### src/rtl/priv_mode_pkg.sv
package priv_mode_pkg;

    typedef enum logic [2:0] {
        OP_NONE  = 3'd0,
        OP_SYS   = 3'd1,
        OP_RFE   = 3'd2,
        OP_STI   = 3'd3,
        OP_CLI   = 3'd4,
        OP_HALT  = 3'd5,
        OP_WSEL  = 3'd6,
        OP_RSVD  = 3'd7
    } op_e;

    typedef enum logic [1:0] {
        ST_SUPER = 2'd0,
        ST_USER  = 2'd1,
        ST_HALT  = 2'd2
    } pstate_e;

    typedef struct packed {
        logic take_entry;
        logic ret_next;
        logic do_rfe;
        logic do_sti;
        logic do_cli;
        logic do_halt;
        logic do_wsel;
    } action_t;

endpackage

### src/rtl/priv_mode_decide.sv
module priv_mode_decide
    import priv_mode_pkg::*;
(
    input  pstate_e state_i,
    input  logic    ie_i,
    input  logic    irq_i,
    input  logic    op_valid_i,
    input  logic [2:0] op_code_i,
    output action_t act_o
);
    logic live, user, irq_take, op_ok, priv_op;
    op_e  op;

    always_comb begin
        op       = op_e'(op_code_i);
        live     = (state_i != ST_HALT);
        user     = (state_i == ST_USER);
        irq_take = live && ie_i && irq_i;
        op_ok    = live && op_valid_i && !irq_take;
        priv_op  = (op == OP_RFE) || (op == OP_STI) ||
                   (op == OP_CLI) || (op == OP_HALT);

        act_o            = '0;
        act_o.ret_next   = op_ok && (op == OP_SYS);
        act_o.take_entry = irq_take || act_o.ret_next || (op_ok && user && priv_op);
        act_o.do_rfe     = op_ok && !user && (op == OP_RFE);
        act_o.do_sti     = op_ok && !user && (op == OP_STI);
        act_o.do_cli     = op_ok && !user && (op == OP_CLI);
        act_o.do_halt    = op_ok && !user && (op == OP_HALT);
        act_o.do_wsel    = op_ok && (op == OP_WSEL);
    end
endmodule

### src/rtl/priv_mode_context.sv
module priv_mode_context #(
    parameter int ADDR_W = 32,
    parameter int WIN_W  = 3
) (
    input  logic              clk,
    input  logic              rst_n,
    input  logic              save_i,
    input  logic [WIN_W-1:0]  win_i,
    input  logic [ADDR_W-1:0] ret_i,
    input  logic              ie_i,
    output logic [WIN_W-1:0]  win_o,
    output logic [ADDR_W-1:0] ret_o,
    output logic              ie_o
);
    always_ff @(posedge clk) begin
        if (!rst_n) begin
            win_o <= '0;
            ret_o <= '0;
            ie_o  <= 1'b0;
        end else if (save_i) begin
            win_o <= win_i;
            ret_o <= ret_i;
            ie_o  <= ie_i;
        end
    end

    // a saved context is held until the next entry
    p_ctx_hold_r4: assert property (@(posedge clk) disable iff (!rst_n)
        (!save_i) |=> ($stable(win_o) && $stable(ret_o) && $stable(ie_o)));
endmodule

### src/rtl/priv_mode_ctrl.sv
module priv_mode_ctrl
    import priv_mode_pkg::*;
#(
    parameter int              NUM_WIN    = 8,
    parameter int              ADDR_W     = 32,
    parameter logic [ADDR_W-1:0] ENTRY_ADDR = 32'h0000_0100,
    parameter int              INSN_BYTES = 4,
    localparam int             WIN_W      = (NUM_WIN > 1) ? $clog2(NUM_WIN) : 1
) (
    input  logic              clk,
    input  logic              rst_n,
    input  logic              op_valid_i,
    input  logic [2:0]        op_code_i,
    input  logic [WIN_W-1:0]  op_win_i,
    input  logic [ADDR_W-1:0] op_pc_i,
    input  logic              irq_i,
    output logic              super_o,
    output logic [WIN_W-1:0]  win_o,
    output logic              irq_en_o,
    output logic              redirect_o,
    output logic [ADDR_W-1:0] redirect_addr_o,
    output logic              power_down_o
);
    pstate_e           state_q, state_d;
    action_t           act;
    logic [WIN_W-1:0]  win_q, ctx_win;
    logic              ie_q, ctx_ie, redirect_q;
    logic [ADDR_W-1:0] addr_q, ctx_ret, ret_addr;

    priv_mode_decide u_decide (
        .state_i    (state_q),
        .ie_i       (ie_q),
        .irq_i      (irq_i),
        .op_valid_i (op_valid_i),
        .op_code_i  (op_code_i),
        .act_o      (act)
    );

    assign ret_addr = act.ret_next ? (op_pc_i + ADDR_W'(INSN_BYTES)) : op_pc_i;

    priv_mode_context #(.ADDR_W(ADDR_W), .WIN_W(WIN_W)) u_ctx (
        .clk    (clk),
        .rst_n  (rst_n),
        .save_i (act.take_entry),
        .win_i  (win_q),
        .ret_i  (ret_addr),
        .ie_i   (ie_q),
        .win_o  (ctx_win),
        .ret_o  (ctx_ret),
        .ie_o   (ctx_ie)
    );

    always_comb begin
        state_d = state_q;
        unique case (state_q)
            ST_SUPER: begin
                if (act.take_entry)   state_d = ST_SUPER;
                else if (act.do_rfe)  state_d = ST_USER;
                else if (act.do_halt) state_d = ST_HALT;
            end
            ST_USER:  if (act.take_entry) state_d = ST_SUPER;
            ST_HALT:  state_d = ST_HALT;
            default:  state_d = ST_SUPER;
        endcase
    end

    always_ff @(posedge clk) begin
        if (!rst_n) state_q <= ST_SUPER;
        else        state_q <= state_d;
    end

    always_ff @(posedge clk) begin
        if (!rst_n) begin
            win_q      <= '0;
            ie_q       <= 1'b0;
            redirect_q <= 1'b0;
            addr_q     <= '0;
        end else begin
            redirect_q <= 1'b0;
            if (act.take_entry) begin
                win_q      <= '0;
                ie_q       <= 1'b0;
                redirect_q <= 1'b1;
                addr_q     <= ENTRY_ADDR;
            end else if (act.do_rfe) begin
                win_q      <= ctx_win;
                ie_q       <= ctx_ie;
                redirect_q <= 1'b1;
                addr_q     <= ctx_ret;
            end else begin
                if (act.do_sti)  ie_q  <= 1'b1;
                if (act.do_cli)  ie_q  <= 1'b0;
                if (act.do_wsel) win_q <= op_win_i;
            end
        end
    end

    assign super_o         = (state_q != ST_USER);
    assign win_o           = win_q;
    assign irq_en_o        = ie_q;
    assign redirect_o      = redirect_q;
    assign redirect_addr_o = addr_q;
    assign power_down_o    = (state_q == ST_HALT);

    p_entry_path_r3: assert property (@(posedge clk) disable iff (!rst_n)
        act.take_entry |=> (super_o && win_o == '0 && !irq_en_o &&
                            redirect_o && redirect_addr_o == ENTRY_ADDR));

    p_rfe_restore_r5: assert property (@(posedge clk) disable iff (!rst_n)
        act.do_rfe |=> (!super_o && win_o == $past(ctx_win) &&
                        irq_en_o == $past(ctx_ie) && redirect_o));

    p_irq_masked_r7: assert property (@(posedge clk) disable iff (!rst_n)
        (!irq_en_o && !op_valid_i) |=> !redirect_o);

    p_user_violation_r8: assert property (@(posedge clk) disable iff (!rst_n)
        (state_q == ST_USER && op_valid_i && op_code_i == 3'd3) |=> (super_o && redirect_o));

    p_halt_sticky_r9: assert property (@(posedge clk) disable iff (!rst_n)
        power_down_o |=> (power_down_o && !redirect_o && $stable(win_o)));

    p_one_state_r2: assert property (@(posedge clk) disable iff (!rst_n)
        $onehot0({state_q == ST_SUPER, state_q == ST_USER, state_q == ST_HALT}) &&
        (state_q != 2'd3));
endmodule

### config.mk
export PLATFORM = sky130hd
export DESIGN_NAME = priv_mode_ctrl
export DESIGN_NICKNAME = d
export VERILOG_FILES = /design/src/rtl/priv_mode_pkg.sv /design/src/rtl/priv_mode_decide.sv /design/src/rtl/priv_mode_context.sv /design/src/rtl/priv_mode_ctrl.sv
export SDC_FILE = /design/constraint.sdc
export NUM_CORES = 1
export LEC_CHECK = 0
export BUFFER_PORTS_ARGS = -buffer_cell sky130_fd_sc_hd__buf_2
export CAP_MARGIN = 20
export CORE_MARGIN = 4
export CORE_UTILIZATION = 40
export DETAILED_ROUTE_END_ITERATION = 8
export GPL_ROUTABILITY_DRIVEN = 0
export PLACE_DENSITY = 0.72
export SLEW_MARGIN = 20
export SYNTH_ARGS = -nofsm -noshare
export SYNTH_HDL_FRONTEND = slang
export SYNTH_SLANG_ARGS = --single-unit
### constraint.sdc
create_clock -name clk -period 1.9 [get_ports clk]
set_input_delay 0.38 -clock clk [delete_from_list [all_inputs] [get_ports clk]]
set_output_delay 0.38 -clock clk [all_outputs]
set_load 0.005 [all_outputs]
=== Yosys cells after proc, flatten, opt, wreduce, memory -nomap -nowiden ===
Index checks and enable logic that the tools add are counted.

* $add $sub $neg: 1
* Equality and inequality tests: 12
* Muxes and demuxes: 15
* Bitwise logic cells: 1
* Reduce and logical (&&, ||, !) cells: 26

{| class="wikitable"
|+ Operators by type and width
! cell !! number
|-
| $add A32 B3 Y32 const B || 1
|-
| $mux W32 || 1
|-
| $mux W9 || 2
|-
| $logic_and A1 B1 Y1 || 13
|-
| $eq A3 B3 Y1 const B || 3
|-
| $mux W2 || 4
|-
| $eq A3 B2 Y1 const B || 2
|-
| $mux W3 || 2
|-
| $pmux W2 S3 || 1
|-
| $logic_or A1 B1 Y1 || 5
|-
| $mux W1 || 5
|-
| $ne A2 B1 Y1 const B || 2
|-
| $ne A4 B3 Y1 const B || 1
|-
| $reduce_bool A2 Y1 || 2
|-
| $eq A3 B1 Y1 const B || 1
|-
| $reduce_bool A3 Y1 || 1
|-
| $eq A2 B1 Y1 const B || 1
|-
| $eq A2 B2 Y1 const B || 1
|-
| $logic_not A1 Y1 || 2
|-
| $logic_not A2 Y1 || 1
|-
| $ne A2 B2 Y1 const B || 1
|-
| $reduce_and A2 Y1 || 1
|-
| $reduce_or A2 Y1 || 1
|-
| $not A1 Y1 || 1
|}

* Register bits: 75
* Input bits: 42
* Output and inout bits: 39
* Logic and storage cells: 64

=== Logic depth before layout (Yosys ltp) ===
Gate-level depths: netlist of run 1.

* Depth after elaboration: 11
* Depth in mapped cells: 9
* Gate-level depth less buffers: 6

=== By module ===
From an unflattened synthesis of run 1, not the netlist that was laid out.

* Cells, all modules: 358
* Area total of the unflattened synthesis: 3528.4 um^2

{| class="wikitable"
|+ Modules (own cells, without submodules)
! module !! instances !! cells an instance !! area each (um^2) !! seq. area each (um^2)
|-
| priv_mode_ctrl || 1 || 221 || 1994.4 || 780.7
|-
| priv_mode_context || 1 || 115 || 1388.8 || 720.7
|-
| priv_mode_decide || 1 || 22 || 145.1 || 0.0
|}

=== Worst setup path after synthesis of run 1 ===
No wires, ideal clock.

* Path type: input port to flip-flop
* Start point: input port op_pc_i[9]
* End point: register u_ctx.ret_o[28]
* Setup time: 122 ps
* Arrival time: 1651 ps
* Required time: 1778 ps
* Path slack: 127 ps
* Stages on the path: 6
* Buffers on the path: 1
* Path through: nand4_2 > or4_4 > buf_6 > nor4_2 > xnor2_1 > a21oi_2

* Word-level cells in the longest chain between the ends: 2

{| class="wikitable"
|+ Ends and longest elaborated chain
! item !! line !! text
|-
| start: declaration || priv_mode_ctrl.sv:15 || <nowiki>input logic [ADDR_W-1:0] op_pc_i,</nowiki>
|-
| $add A32 B3 Y32 || priv_mode_ctrl.sv:39 || <nowiki>assign ret_addr = act.ret_next ? (op_pc_i + ADDR_W'(INSN_BYTES)) : op_pc_i;</nowiki>
|-
| $mux W32 || priv_mode_ctrl.sv:39 ||
|-
| end signal: assignment || priv_mode_context.sv:22 || <nowiki>ret_o <= ret_i;</nowiki>
|-
| end: declaration || priv_mode_context.sv:12 || <nowiki>output logic [ADDR_W-1:0] ret_o,</nowiki>
|}

No other way between the ends.
A chain may end at the register's enable or synchronous reset.

=== Final worst setup path of run 1 ===
* Start point: register state_q[0]
* End point: register ie_q, in the netlist irq_en_o

* Word-level cells in the longest chain between the ends: 9
* Elaborated cells on any way between the ends: 21
* Classes of those cells: eq/ne: 2; mux: 2; reduce/logical: 17

{| class="wikitable"
|+ Ends and longest elaborated chain
! item !! line !! text
|-
| start: declaration || priv_mode_ctrl.sv:24 || <nowiki>pstate_e state_q, state_d;</nowiki>
|-
| start signal: assignment || priv_mode_ctrl.sv:69 || <nowiki>else state_q <= state_d;</nowiki>
|-
| $ne A2 B2 Y1 || priv_mode_decide.sv:16 || <nowiki>live = (state_i != ST_HALT);</nowiki>
|-
| $logic_and A1 B1 Y1 (2 in a row) || priv_mode_decide.sv:18 || <nowiki>irq_take = live && ie_i && irq_i;</nowiki>
|-
| $logic_not A1 Y1 || priv_mode_decide.sv:19 || <nowiki>op_ok = live && op_valid_i && !irq_take;</nowiki>
|-
| $logic_and A1 B1 Y1 || priv_mode_decide.sv:19 ||
|-
| $logic_and A1 B1 Y1, on equally long branches || - ||
|-
| $logic_and A1 B1 Y1, or another cell as far along || priv_mode_decide.sv:28 || <nowiki>act_o.do_cli = op_ok && !user && (op == OP_CLI);</nowiki>
|-
| $mux W1 / $logic_or A1 B1 Y1 (equally long branches) || priv_mode_ctrl.sv:92, priv_mode_decide.sv:25 ||
|-
| $mux W1 / $reduce_or A2 Y1 (equally long branches) || - ||
|-
| end signal: assignment || priv_mode_ctrl.sv:87 || <nowiki>ie_q <= ctx_ie;</nowiki>
|-
| end: declaration || priv_mode_ctrl.sv:27 || <nowiki>logic ie_q, ctx_ie, redirect_q;</nowiki>
|}

Parallel ways exist; a longest one is shown, timed or not.

==> results of run 1 <==
layout by cell type, fill, tap and decap left out, drive strengths merged:
| master | instances |
|---|---|
| a211oi | 8 |
| dfxtp | 75 |
| a21oi | 58 |
| mux2i | 8 |
| nor2 | 21 |
| a21bo | 1 |
| nand3 | 13 |
| clkinv | 2 |
| mux2 | 2 |
| and2 | 2 |
| nor4b | 2 |
| o21ai | 27 |
| nor3 | 11 |
| xnor2 | 24 |
| nand2b | 4 |
| a41oi | 2 |
| inv | 7 |
| nor3b | 1 |
| buf | 124 |
| nand2 | 76 |
| nor4 | 18 |
| clkbuf | 11 |
| and4 | 2 |
| xor2 | 3 |
| o221ai | 1 |
| clkinvlp | 1 |
| a21boi | 1 |
| and3 | 3 |
| ha | 1 |
| a22oi | 3 |
| or2 | 2 |
| nand4 | 6 |
| nor4bb | 2 |
| or4 | 1 |
layout make-up:
type / instances / area, um^2
Sequential cell: 75 / 1500
Clock inverter: 4 / 26.3
Clock buffer: 11 / 141
Inverter: 6 / 22.5
Timing Repair Buffer: 124 / 756
Tap cell: 105 / 131
Multi-Input combinational cell: 303 / 1860
Fill cell: 787 / 3950
registers in the layout (all words and copies together), names as in the netlist:
register and count:
irq_en_o 1, redirect_addr_o 32, redirect_o 1, state_q 2, u_ctx.ie_o 1, u_ctx.ret_o 32
u_ctx.win_o 3, win_o 3
cell families (layout without fill, tap and decap cells):
| logic type | Yosys count | count (layout) |
|---|---|---|
| buffers and inverters | 35 | 145 |
| and+or+nand+nor | 164 | 164 |
| adders and majority gates | 1 | 1 |
| xor gates and xnor gates | 27 | 27 |
| AOI/OAI and AO/OA | 101 | 101 |
| muxes | 10 | 10 |
| DFF | 75 | 75 |
synth_stat cells (8+ instances only):
master	count
a211oi_1	8
a21oi_1	53
buf_2	12
clkbuf_1	12
dfxtp_1	75
mux2i_1	8
nand2_1	76
nand3_1	12
nor2_1	21
nor3_1	11
nor4_1	8
o21ai_0	26
xnor2_1	24
power groups by stage:
stage | clock network [mW] | registers (mW) | logic (mW)
5_1_grt | 1.19 | 1.67 | 0.443
3_3_place_gp | 0 | 1.69 | 0.387
2_1_floorplan | 0 | 1.69 | 0.209
4_1_cts | 1.11 | 1.66 | 0.401
6_report | 1.08 | 1.66 | 0.401
3_5_place_dp | 0 | 1.69 | 0.398
worst min-delay path, delay by kind of cell:
kind	cells	cell delay, ns
mux	1	0.06
simple gates	1	0.08
buf+inv	1	0.08
path summary, 6_finish.rpt:
| check | end | from | depth (start not counted) | slack [ns] |
|---|---|---|---|---|
| worst max-delay path | irq_en_o | state_q[0] | 6 | 0.12 |
| worst min-delay path | u_ctx.ret_o[1] | op_pc_i[1] | 3 | 0.29 |
| worst max register to register | irq_en_o | state_q[0] | 6 | 0.12 |
| worst min register to register | redirect_addr_o[28] | u_ctx.ret_o[28] | 2 | 0.45 |
repair_timing:
| action | 4_1_cts | 5_1_grt |
|---|---|---|
| endpoints found under the hold margin | 0 | 0 |
| resized for setup | 0 | 2 |
| setup endpoints to repair | 0 | 15 |
per-layer routing:
layer / track usage (%) / wire, um / vias to the layer above
li1: - / - / 1653
met1: 22.9 / 4040 / 1559
met2: 29.5 / 4270 / 85
met3: 4.48 / 553 / 12
met4: 5.52 / 109 / 0
met5: 0 / 0 / -
==> flow_summary_export.csv, run 1 <==
group,metric,value,unit
finish,post-route-util,52.9,%
critical_path,cpPeakStageDelay,0.36,ns
timing,finalCritPeriodShare,93.6,%
global_routing,gr-total-overflow,0,
global_routing,grt_max_degree,59,
place,portBuffers,80,
place,placed_area,4270,um^2
finish,area_delta_synth_final,26.8,%
cts,post-cts-setup-buffers,0,
power_and_ir_drop,pwr-share-clk,34.4,%
timing,finalHoldViolCount,0,
timing,slew_violations,0,
job,maxCapViolCount,0,
finish,design_area,4440,um^2
place,hpwlAfterDp,6700,um
timing,rsz0062_at_grt,"no",
detailed_routing,via_count,3309,
critical_path,path_max_fanout,8,
floorplanning,core_area,8380,um^2
outcome,status,"finished clean",
cts,clock-sinks,75,
floorplanning,die_x,102,um
global_routing,grt_pass1_wl,14800,um
place,placed_cells,613,
critical_path,startpoint_type,"flip-flop",
detailed_routing,wl,8960,um
detailed_routing,firstDrtPassIters,4,
yosys,synth-simple-area-share,26.1,%
cts,cts_root_buffer,"clkbuf_8",
yosys,ys_warn_count,0,
yosys,ys_ff_latch,75,
yosys,synth_top_area_share,42.9,%
yosys,synth.area.top_cells,"dfxtp_1 (43%), nand2_1 (8.2%), a21oi_1 (7.6%)",
yosys,synthAdderAreaFrac,0.358,%
critical_path,worst-path-buf-inv,1,
critical_path,crit_path_top_delay_cell,"dfxtp_2",
timing,worst_slew_pin_slew,0.394,ns
yosys,yosysTopAreaCell,"dfxtp_1",
global_routing,grt_pass1_vias,3169,
cts,ctsHoldBuffers,0,
finish,num_antenna_cells,0,
cts,path_clk_slew,0.07,ns
hold_path,worstHoldPathType,"in2reg",
floorplanning,die_y,102,um
power_and_ir_drop,seq_power_share,52.8,%
timing,skew,0.00516,ns
yosys,synthCells,413,
yosys,synth_top_family_by_area,"simple AND/OR/NAND/NOR gates",
power_and_ir_drop,switchingPower,0.832,mW
floorplanning,die-area,10300,um^2
floorplanning,rows,33,
yosys,synth_area_per_cell,8.47,um^2
yosys,async_flop_share,0,%
yosys,synth_ff_type,"dfxtp_1",
cts,clk_path_buf_depth,2,
detailed_routing,drt_first_iter_violations,171,
yosys,synth_compound_area_share,16.3,%
cts,numCtsBuffers,9,
critical_path,critPathKind,"reg2reg",
finish,nets,562,
timing,min_period,1.78,ns
yosys,synth.distinct_cells,43,
finish,drive_above_1_share,31.7,%
place,preCtsSetupSlack,-0.134,ns
floorplanning,start_util,41.8,%
global_routing,grt_usage,17.8,%
yosys,yosysSeqAreaShare,42.9,%
yosys,syn-num-nets,456,
critical_path,arrival,2.03,ns
detailed_routing,drc,0,
yosys,syn_area,3500,um^2
power_and_ir_drop,p_int,2.31,mW
timing,setup-tns-final,0,ns
critical_path,path_delay_family,"compound AO/OA/AOI/OAI gates",
timing,setup_violations,0,
timing,fin_hold_ws,0.289,ns
global_routing,grt_antenna_before_repair,0,
floorplanning,pin_count,81,
cts,h-tree-depth,3,
power_and_ir_drop,power_frac_comb,12.8,%
finish,fin_cells,628,
detailed_routing,ant_nets,0,
yosys,muxShareOfSynthArea,2.93,%
timing,max_freq,562,MHz
critical_path,cp_cell_sequence,"mux2_2 > a211oi_1 > o21ai_4 > or2_1 > buf_4 > a211oi_1",
power_and_ir_drop,ir_drop,0.369,mV
power_and_ir_drop,p_per_area,708,nW/um^2
critical_path,cp-end-kind,"flip-flop",
cts,cts_tree,"built",
critical_path,worstPathRequired,2.15,ns
power_and_ir_drop,p_sw_share,26.5,%
detailed_routing,avgViaCountPerCell,5.27,
critical_path,path_common_cell,"a211oi_1",
cts,insertion_delay,0.34,ns
timing,maxSlewHeadroom,73.4,%
timing,setup_ws,0.121,ns
power_and_ir_drop,power.leakage,1.75,nW
power_and_ir_drop,power,3.14,mW
yosys,synth_edf_count,0,
detailed_routing,wire_per_inst,14.3,um
yosys,synth_xor_area_share,6.76,%
Power figures use the tool's default switching activity.
==> inputs of run 2 (changes only) <==
--- a/config.mk
+++ b/config.mk
@@ -8,10 +8,9 @@
 export BUFFER_PORTS_ARGS = -buffer_cell sky130_fd_sc_hd__buf_2
 export CAP_MARGIN = 20
 export CORE_MARGIN = 4
-export CORE_UTILIZATION = 40
+export CORE_UTILIZATION = 54
 export DETAILED_ROUTE_END_ITERATION = 8
-export GPL_ROUTABILITY_DRIVEN = 0
-export PLACE_DENSITY = 0.72
+export PLACE_DENSITY = 0.9
 export SLEW_MARGIN = 20
 export SYNTH_ARGS = -nofsm -noshare
 export SYNTH_HDL_FRONTEND = slang
==> run 2 against run 1 <==
Compared with the run above:
- sequential share of layout area fell by 0.58 points
- via count rose by 3.1%
- maximum frequency fell by 3.3%
- largest power group unchanged
- routed wire length rose by 6.4%
- register-to-register slack got worse by 0.06 ns
- global-route usage rose by 7.6 points
- design area rose by 1.8%
- non-clock buffer count fell by 8
- largest cell class unchanged
==> flow_summary_export.csv, run 2 (synthesized netlist as in run 1, its figures left out) <==
group,metric,value,unit
outcome,status,"finished clean",
cts,path_clk_slew,0.08,ns
critical_path,startpoint_type,"flip-flop",
cts,ctsHoldBuffers,0,
detailed_routing,wire_per_inst,16.1,um
cts,clock-sinks,75,
timing,max_freq,544,MHz
cts,h-tree-depth,3,
power_and_ir_drop,power.leakage,1.80,nW
timing,setup_ws,0.0607,ns
critical_path,worstPathRequired,2.17,ns
critical_path,crit_start,"state_q[0]",
place,placed_cells,576,
place,hpwlAfterDp,6360,um
timing,worst_slew_pin_slew,0.454,ns
detailed_routing,drt_first_iter_violations,182,
critical_path,path_common_cell,"buf_4",
finish,final_common_cell,"buf_2",
critical_path,rr_startpoint,"state_q[0]",
detailed_routing,firstDrtPassIters,7,
timing,skew,0.00814,ns
floorplanning,rows,29,
detailed_routing,avgViaCountPerCell,5.75,
job,maxCapViolCount,0,
detailed_routing,drc,0,
hold_path,worstHoldPathType,"in2reg",
floorplanning,core_area,6310,um^2
finish,drive_above_1_share,31.4,%
cts,cts_root_buffer,"clkbuf_8",
floorplanning,start_util,55.4,%
timing,fin_hold_ws,0.286,ns
floorplanning,pin_count,81,
critical_path,cp_cell_sequence,"mux2_2 > a211oi_1 > buf_4 > o21ai_4 > or2_1 > buf_4 > a21oi_1",
critical_path,worst-path-buf-inv,2,
finish,num_antenna_cells,0,
finish,multiInputGateArea,1860,um^2
critical_path,path_delay_family,"compound AO/OA/AOI/OAI gates",
critical_path,cpPeakStageDelay,0.36,ns
power_and_ir_drop,ir_drop,0.634,mV
power_and_ir_drop,p_per_area,803,nW/um^2
critical_path,arrival,2.11,ns
critical_path,path_max_fanout,19,
cts,numCtsBuffers,9,
timing,rsz0062_at_grt,"yes",
cts,post-cts-setup-buffers,0,
global_routing,grt_max_degree,32,
detailed_routing,ant_nets,0,
timing,maxSlewHeadroom,69.3,%
global_routing,grt_pass1_wl,15500,um
critical_path,cp-end-kind,"flip-flop",
critical_path,crit_path_top_delay_cell,"dfxtp_2",
finish,fillers,473,
timing,finalCritPeriodShare,96.8,%
hold_path,hold_start,"op_pc_i[1]",
timing,setup-tns-final,0,ns
floorplanning,die_y,88.5,um
global_routing,grt_usage,25.5,%
global_routing,grt_antenna_before_repair,0,
detailed_routing,via_count,3412,
detailed_routing,wl,9540,um
place,placed_area,4210,um^2
global_routing,grt_pass1_vias,3335,
finish,design_area,4520,um^2
global_routing,gr-total-overflow,0,
finish,fin_cells,593,
finish,area_delta_synth_final,29.1,%
finish,regArea,1500,um^2
cts,insertion_delay,0.35,ns
critical_path,critPathKind,"reg2reg",
finish,final_cell_mix,"buf_2 (80), nand2_1 (76), dfxtp_1 (73)",
finish,nets,554,
place,globalplace.congestion,0.900,
cts,clk_path_buf_depth,2,
floorplanning,die-area,7830,um^2
place,preCtsSetupSlack,-0.144,ns
floorplanning,die_x,88.5,um
timing,finalHoldViolCount,0,
cts,cts_tree,"built",
timing,slew_violations,0,
timing,setup_violations,0,
place,portBuffers,80,
timing,min_period,1.84,ns
## run 2: changes by cell type in the layout (fill, tap and decap cells not counted), moves of 2 or more
cell and change:
buf_12 +4, bufinv_16 +3, clkbuf_8 +2, buf_4 -13
## run 2: cell type report
class	instances	share of cell area, %
Multi-Input combinational cell	303	41.3
Clock inverter	4	2.10
Timing Repair Buffer	116	17.1
Inverter	6	0.498
Sequential cell	75	33.3
Tap cell	77	2.13
Clock buffer	12	3.66
## run 2: timing repair
item,CTS,global route
endpoints found under the hold margin,0,0
cloned,1,0
gates resized for setup,0,4
setup endpoints to repair,2,72
## run 2: report_power, final
group	total, mW	leakage [nW]	switching, mW	internal [mW]
Sequential	1.66	0.609	0.0331	1.63
Combinational	0.412	1.05	0.235	0.177
Clock	1.55	0.133	0.577	0.978
## run 2: worst paths after layout
check	to	slack, ns	depth (start not counted)
min	u_ctx.ret_o[1]	0.29	3
max	redirect_addr_o[23]	0.06	7
max reg2reg	redirect_addr_o[23]	0.06	7
min reg2reg	redirect_addr_o[5]	0.45	2
## run 2: metal layers
metal	vias up	global-route usage, %	share of wire (%)
li1	1638	-	-
met2	141	44.9	49
met1	1610	31.1	43
met4	0	8.93	2.1
met3	23	4.66	6.3
met5	-	0	0
## run 2: stage by stage
step                utilization [%]  power [mW]
floorplan                         -        1.90
global placement               66.7        2.06
detailed placement             66.7        2.08
CTS                            71.4        3.63
global route                   71.6        3.76
finish                         71.6        3.63
## run 2: worst register-to-register path: cells and delay by family, from the launching register on
family / cells / cell delay [ns]
buf+inv: 2 / 0.39
simple gates: 1 / 0.25
compound gates: 3 / 0.49
flops: 1 / 0.36
mux: 1 / 0.27
==> inputs of run 3 (changes only) <==
--- a/config.mk
+++ b/config.mk
@@ -8,9 +8,10 @@
 export BUFFER_PORTS_ARGS = -buffer_cell sky130_fd_sc_hd__buf_2
 export CAP_MARGIN = 20
 export CORE_MARGIN = 4
-export CORE_UTILIZATION = 54
+export CORE_UTILIZATION = 48
 export DETAILED_ROUTE_END_ITERATION = 8
-export PLACE_DENSITY = 0.9
+export GPL_TIMING_DRIVEN = 0
+export PLACE_DENSITY = 0.85
 export SLEW_MARGIN = 20
 export SYNTH_ARGS = -nofsm -noshare
 export SYNTH_HDL_FRONTEND = slang
==> constraint.sdc (replaced) <==
create_clock -name clk -period 1.5 [get_ports clk]
set_input_delay 0.3 -clock clk [delete_from_list [all_inputs] [get_ports clk]]
set_output_delay 0.3 -clock clk [all_outputs]
set_load 0.005 [all_outputs]
==> run 3 against run 2 <==
Compared with the run above:
- the run now ends with setup timing left
- combinational power grew 100%
- cell count rose by 9.9%
- count of clock-buffer cells in the layout fell by 2
- hold slack got worse by 0.080 ns
- via count increased by 16%
- critical path type unchanged
==> flow_summary_export.csv, run 3 (synthesized netlist as in run 1, its figures left out) <==
group,metric,value,unit
finish,area_delta_synth_final,64.4,%
timing,slew_violations,0,
critical_path,critPathKind,"reg2reg",
floorplanning,die-area,8720,um^2
power_and_ir_drop,ir_drop,0.525,mV
detailed_routing,firstDrtPassIters,5,
cts,clock-sinks,75,
global_routing,grt_antenna_before_repair,0,
place,preCtsSetupSlack,-0.587,ns
place,globalplace.congestion,0.869,
critical_path,arrival,2.00,ns
critical_path,crit_path_top_delay_cell,"dfxtp_4",
finish,num_antenna_cells,0,
critical_path,cpPeakStageDelay,0.38,ns
critical_path,startpoint_type,"flip-flop",
power_and_ir_drop,power,4.41,mW
detailed_routing,drt_first_iter_violations,240,
floorplanning,core_area,6940,um^2
finish,regArea,1510,um^2
critical_path,cp-end-kind,"flip-flop",
outcome,status,"finished, violations left",
floorplanning,die_y,93.4,um
detailed_routing,ant_nets,0,
finish,final_cell_mix,"nand2_1 (75), dfxtp_1 (72), buf_2 (71)",
critical_path,path_common_cell,"buf_4",
outcome,failed_checks,"setup timing",
cts,cts_root_buffer,"clkbuf_8",
finish,fin_cells,652,
critical_path,worst-path-buf-inv,4,
job,maxCapViolCount,0,
timing,setup-tns-final,-12.64,ns
critical_path,cp_cell_sequence,"nand2b_4 > buf_8 > nand3_4 > buf_4 > buf_4 > buf_16 > nor3_4 > xnor2_1 > a21oi_1",
cts,numCtsBuffers,9,
hold_path,worstHoldPathType,"in2reg",
cts,ctsHoldBuffers,0,
timing,finalHoldViolCount,0,
floorplanning,die_x,93.4,um
place,placed_area,4280,um^2
global_routing,gr-total-overflow,0,
floorplanning,start_util,50.4,%
finish,design_area,5750,um^2
detailed_routing,wl,13700,um
timing,finalCritPeriodShare,116,%
global_routing,grt_max_degree,14,
global_routing,grt_pass1_vias,3764,
cts,cts_tree,"built",
detailed_routing,wire_per_inst,21.1,um
power_and_ir_drop,p_per_area,767,nW/um^2
detailed_routing,drc,0,
detailed_routing,via_count,3954,
timing,setup_ws,-0.236,ns
floorplanning,pin_count,81,
floorplanning,rows,30,
cts,h-tree-depth,3,
critical_path,path_max_fanout,6,
timing,fin_hold_ws,0.206,ns
timing,max_freq,576,MHz
place,placed_cells,589,
critical_path,worstPathRequired,1.77,ns
finish,final_common_cell,"nand2_1",
timing,setup_violations,75,
finish,post-route-util,82.8,%
finish,drive_above_1_share,52.9,%
timing,rsz0062_at_grt,"yes",
timing,maxSlewHeadroom,53.8,%
global_routing,grt_pass1_wl,18500,um
detailed_routing,avgViaCountPerCell,6.06,
finish,multiInputGateArea,2510,um^2
finish,fillers,361,
timing,skew,0.0188,ns
power_and_ir_drop,power.leakage,2.37,nW
cts,clk_path_buf_depth,2,
cts,insertion_delay,0.37,ns
cts,path_clk_slew,0.09,ns
critical_path,path_delay_family,"buffers and inverters",
place,hpwlAfterDp,6680,um
timing,worst_slew_pin_slew,0.694,ns
timing,min_period,1.74,ns
finish,nets,594,
global_routing,grt_usage,27.7,%
place,portBuffers,80,
[run 3: final timing paths]
check                   from  depth (start not counted)                  end  slack [ns]
max               state_q[0]                          9      u_ctx.ret_o[20]       -0.24
max reg2reg       state_q[0]                          9      u_ctx.ret_o[20]       -0.24
min reg2reg  u_ctx.ret_o[23]                          2  redirect_addr_o[23]        0.46
min               op_pc_i[1]                          3       u_ctx.ret_o[1]        0.21
[run 3: worst min-delay path: cells and delay by family]
| family | cells | cell delay (ns) |
|---|---|---|
| muxes | 1 | 0.05 |
| and+or+nand+nor | 1 | 0.10 |
| buffers and inverters | 1 | 0.08 |
[run 3: what timing repair did]
item,CTS,global route
pin swaps,30,26
gates resized for setup,145,56
gates cloned,4,3
setup endpoints to repair,75,75
endpoints found under the hold margin,0,0
buffers inserted,28,16
[run 3: per-layer routing]
metal	global-route usage, %	vias up	share of wire (%)
met5	0	-	0
met4	14.9	0	5.9
met3	6.52	70	8.8
met2	47.5	276	49
met1	31.6	1878	37
li1	-	1730	-
[run 3: power breakdown]
part	total (mW)	internal [mW]	switching (mW)
Combinational	0.834	0.385	0.449
Sequential	2.12	2.06	0.0598
Clock	1.46	0.646	0.813
[run 3: cell type report]
class                           instances  area share [%]
Buffer                                 25            5.65
Clock buffer                           10            2.39
Clock inverter                          6           0.696
Inverter                                6           0.609
Multi-Input combinational cell        303            43.7
Sequential cell                        75            26.3
Tap cell                               96            2.09
Timing Repair Buffer                  131            18.6
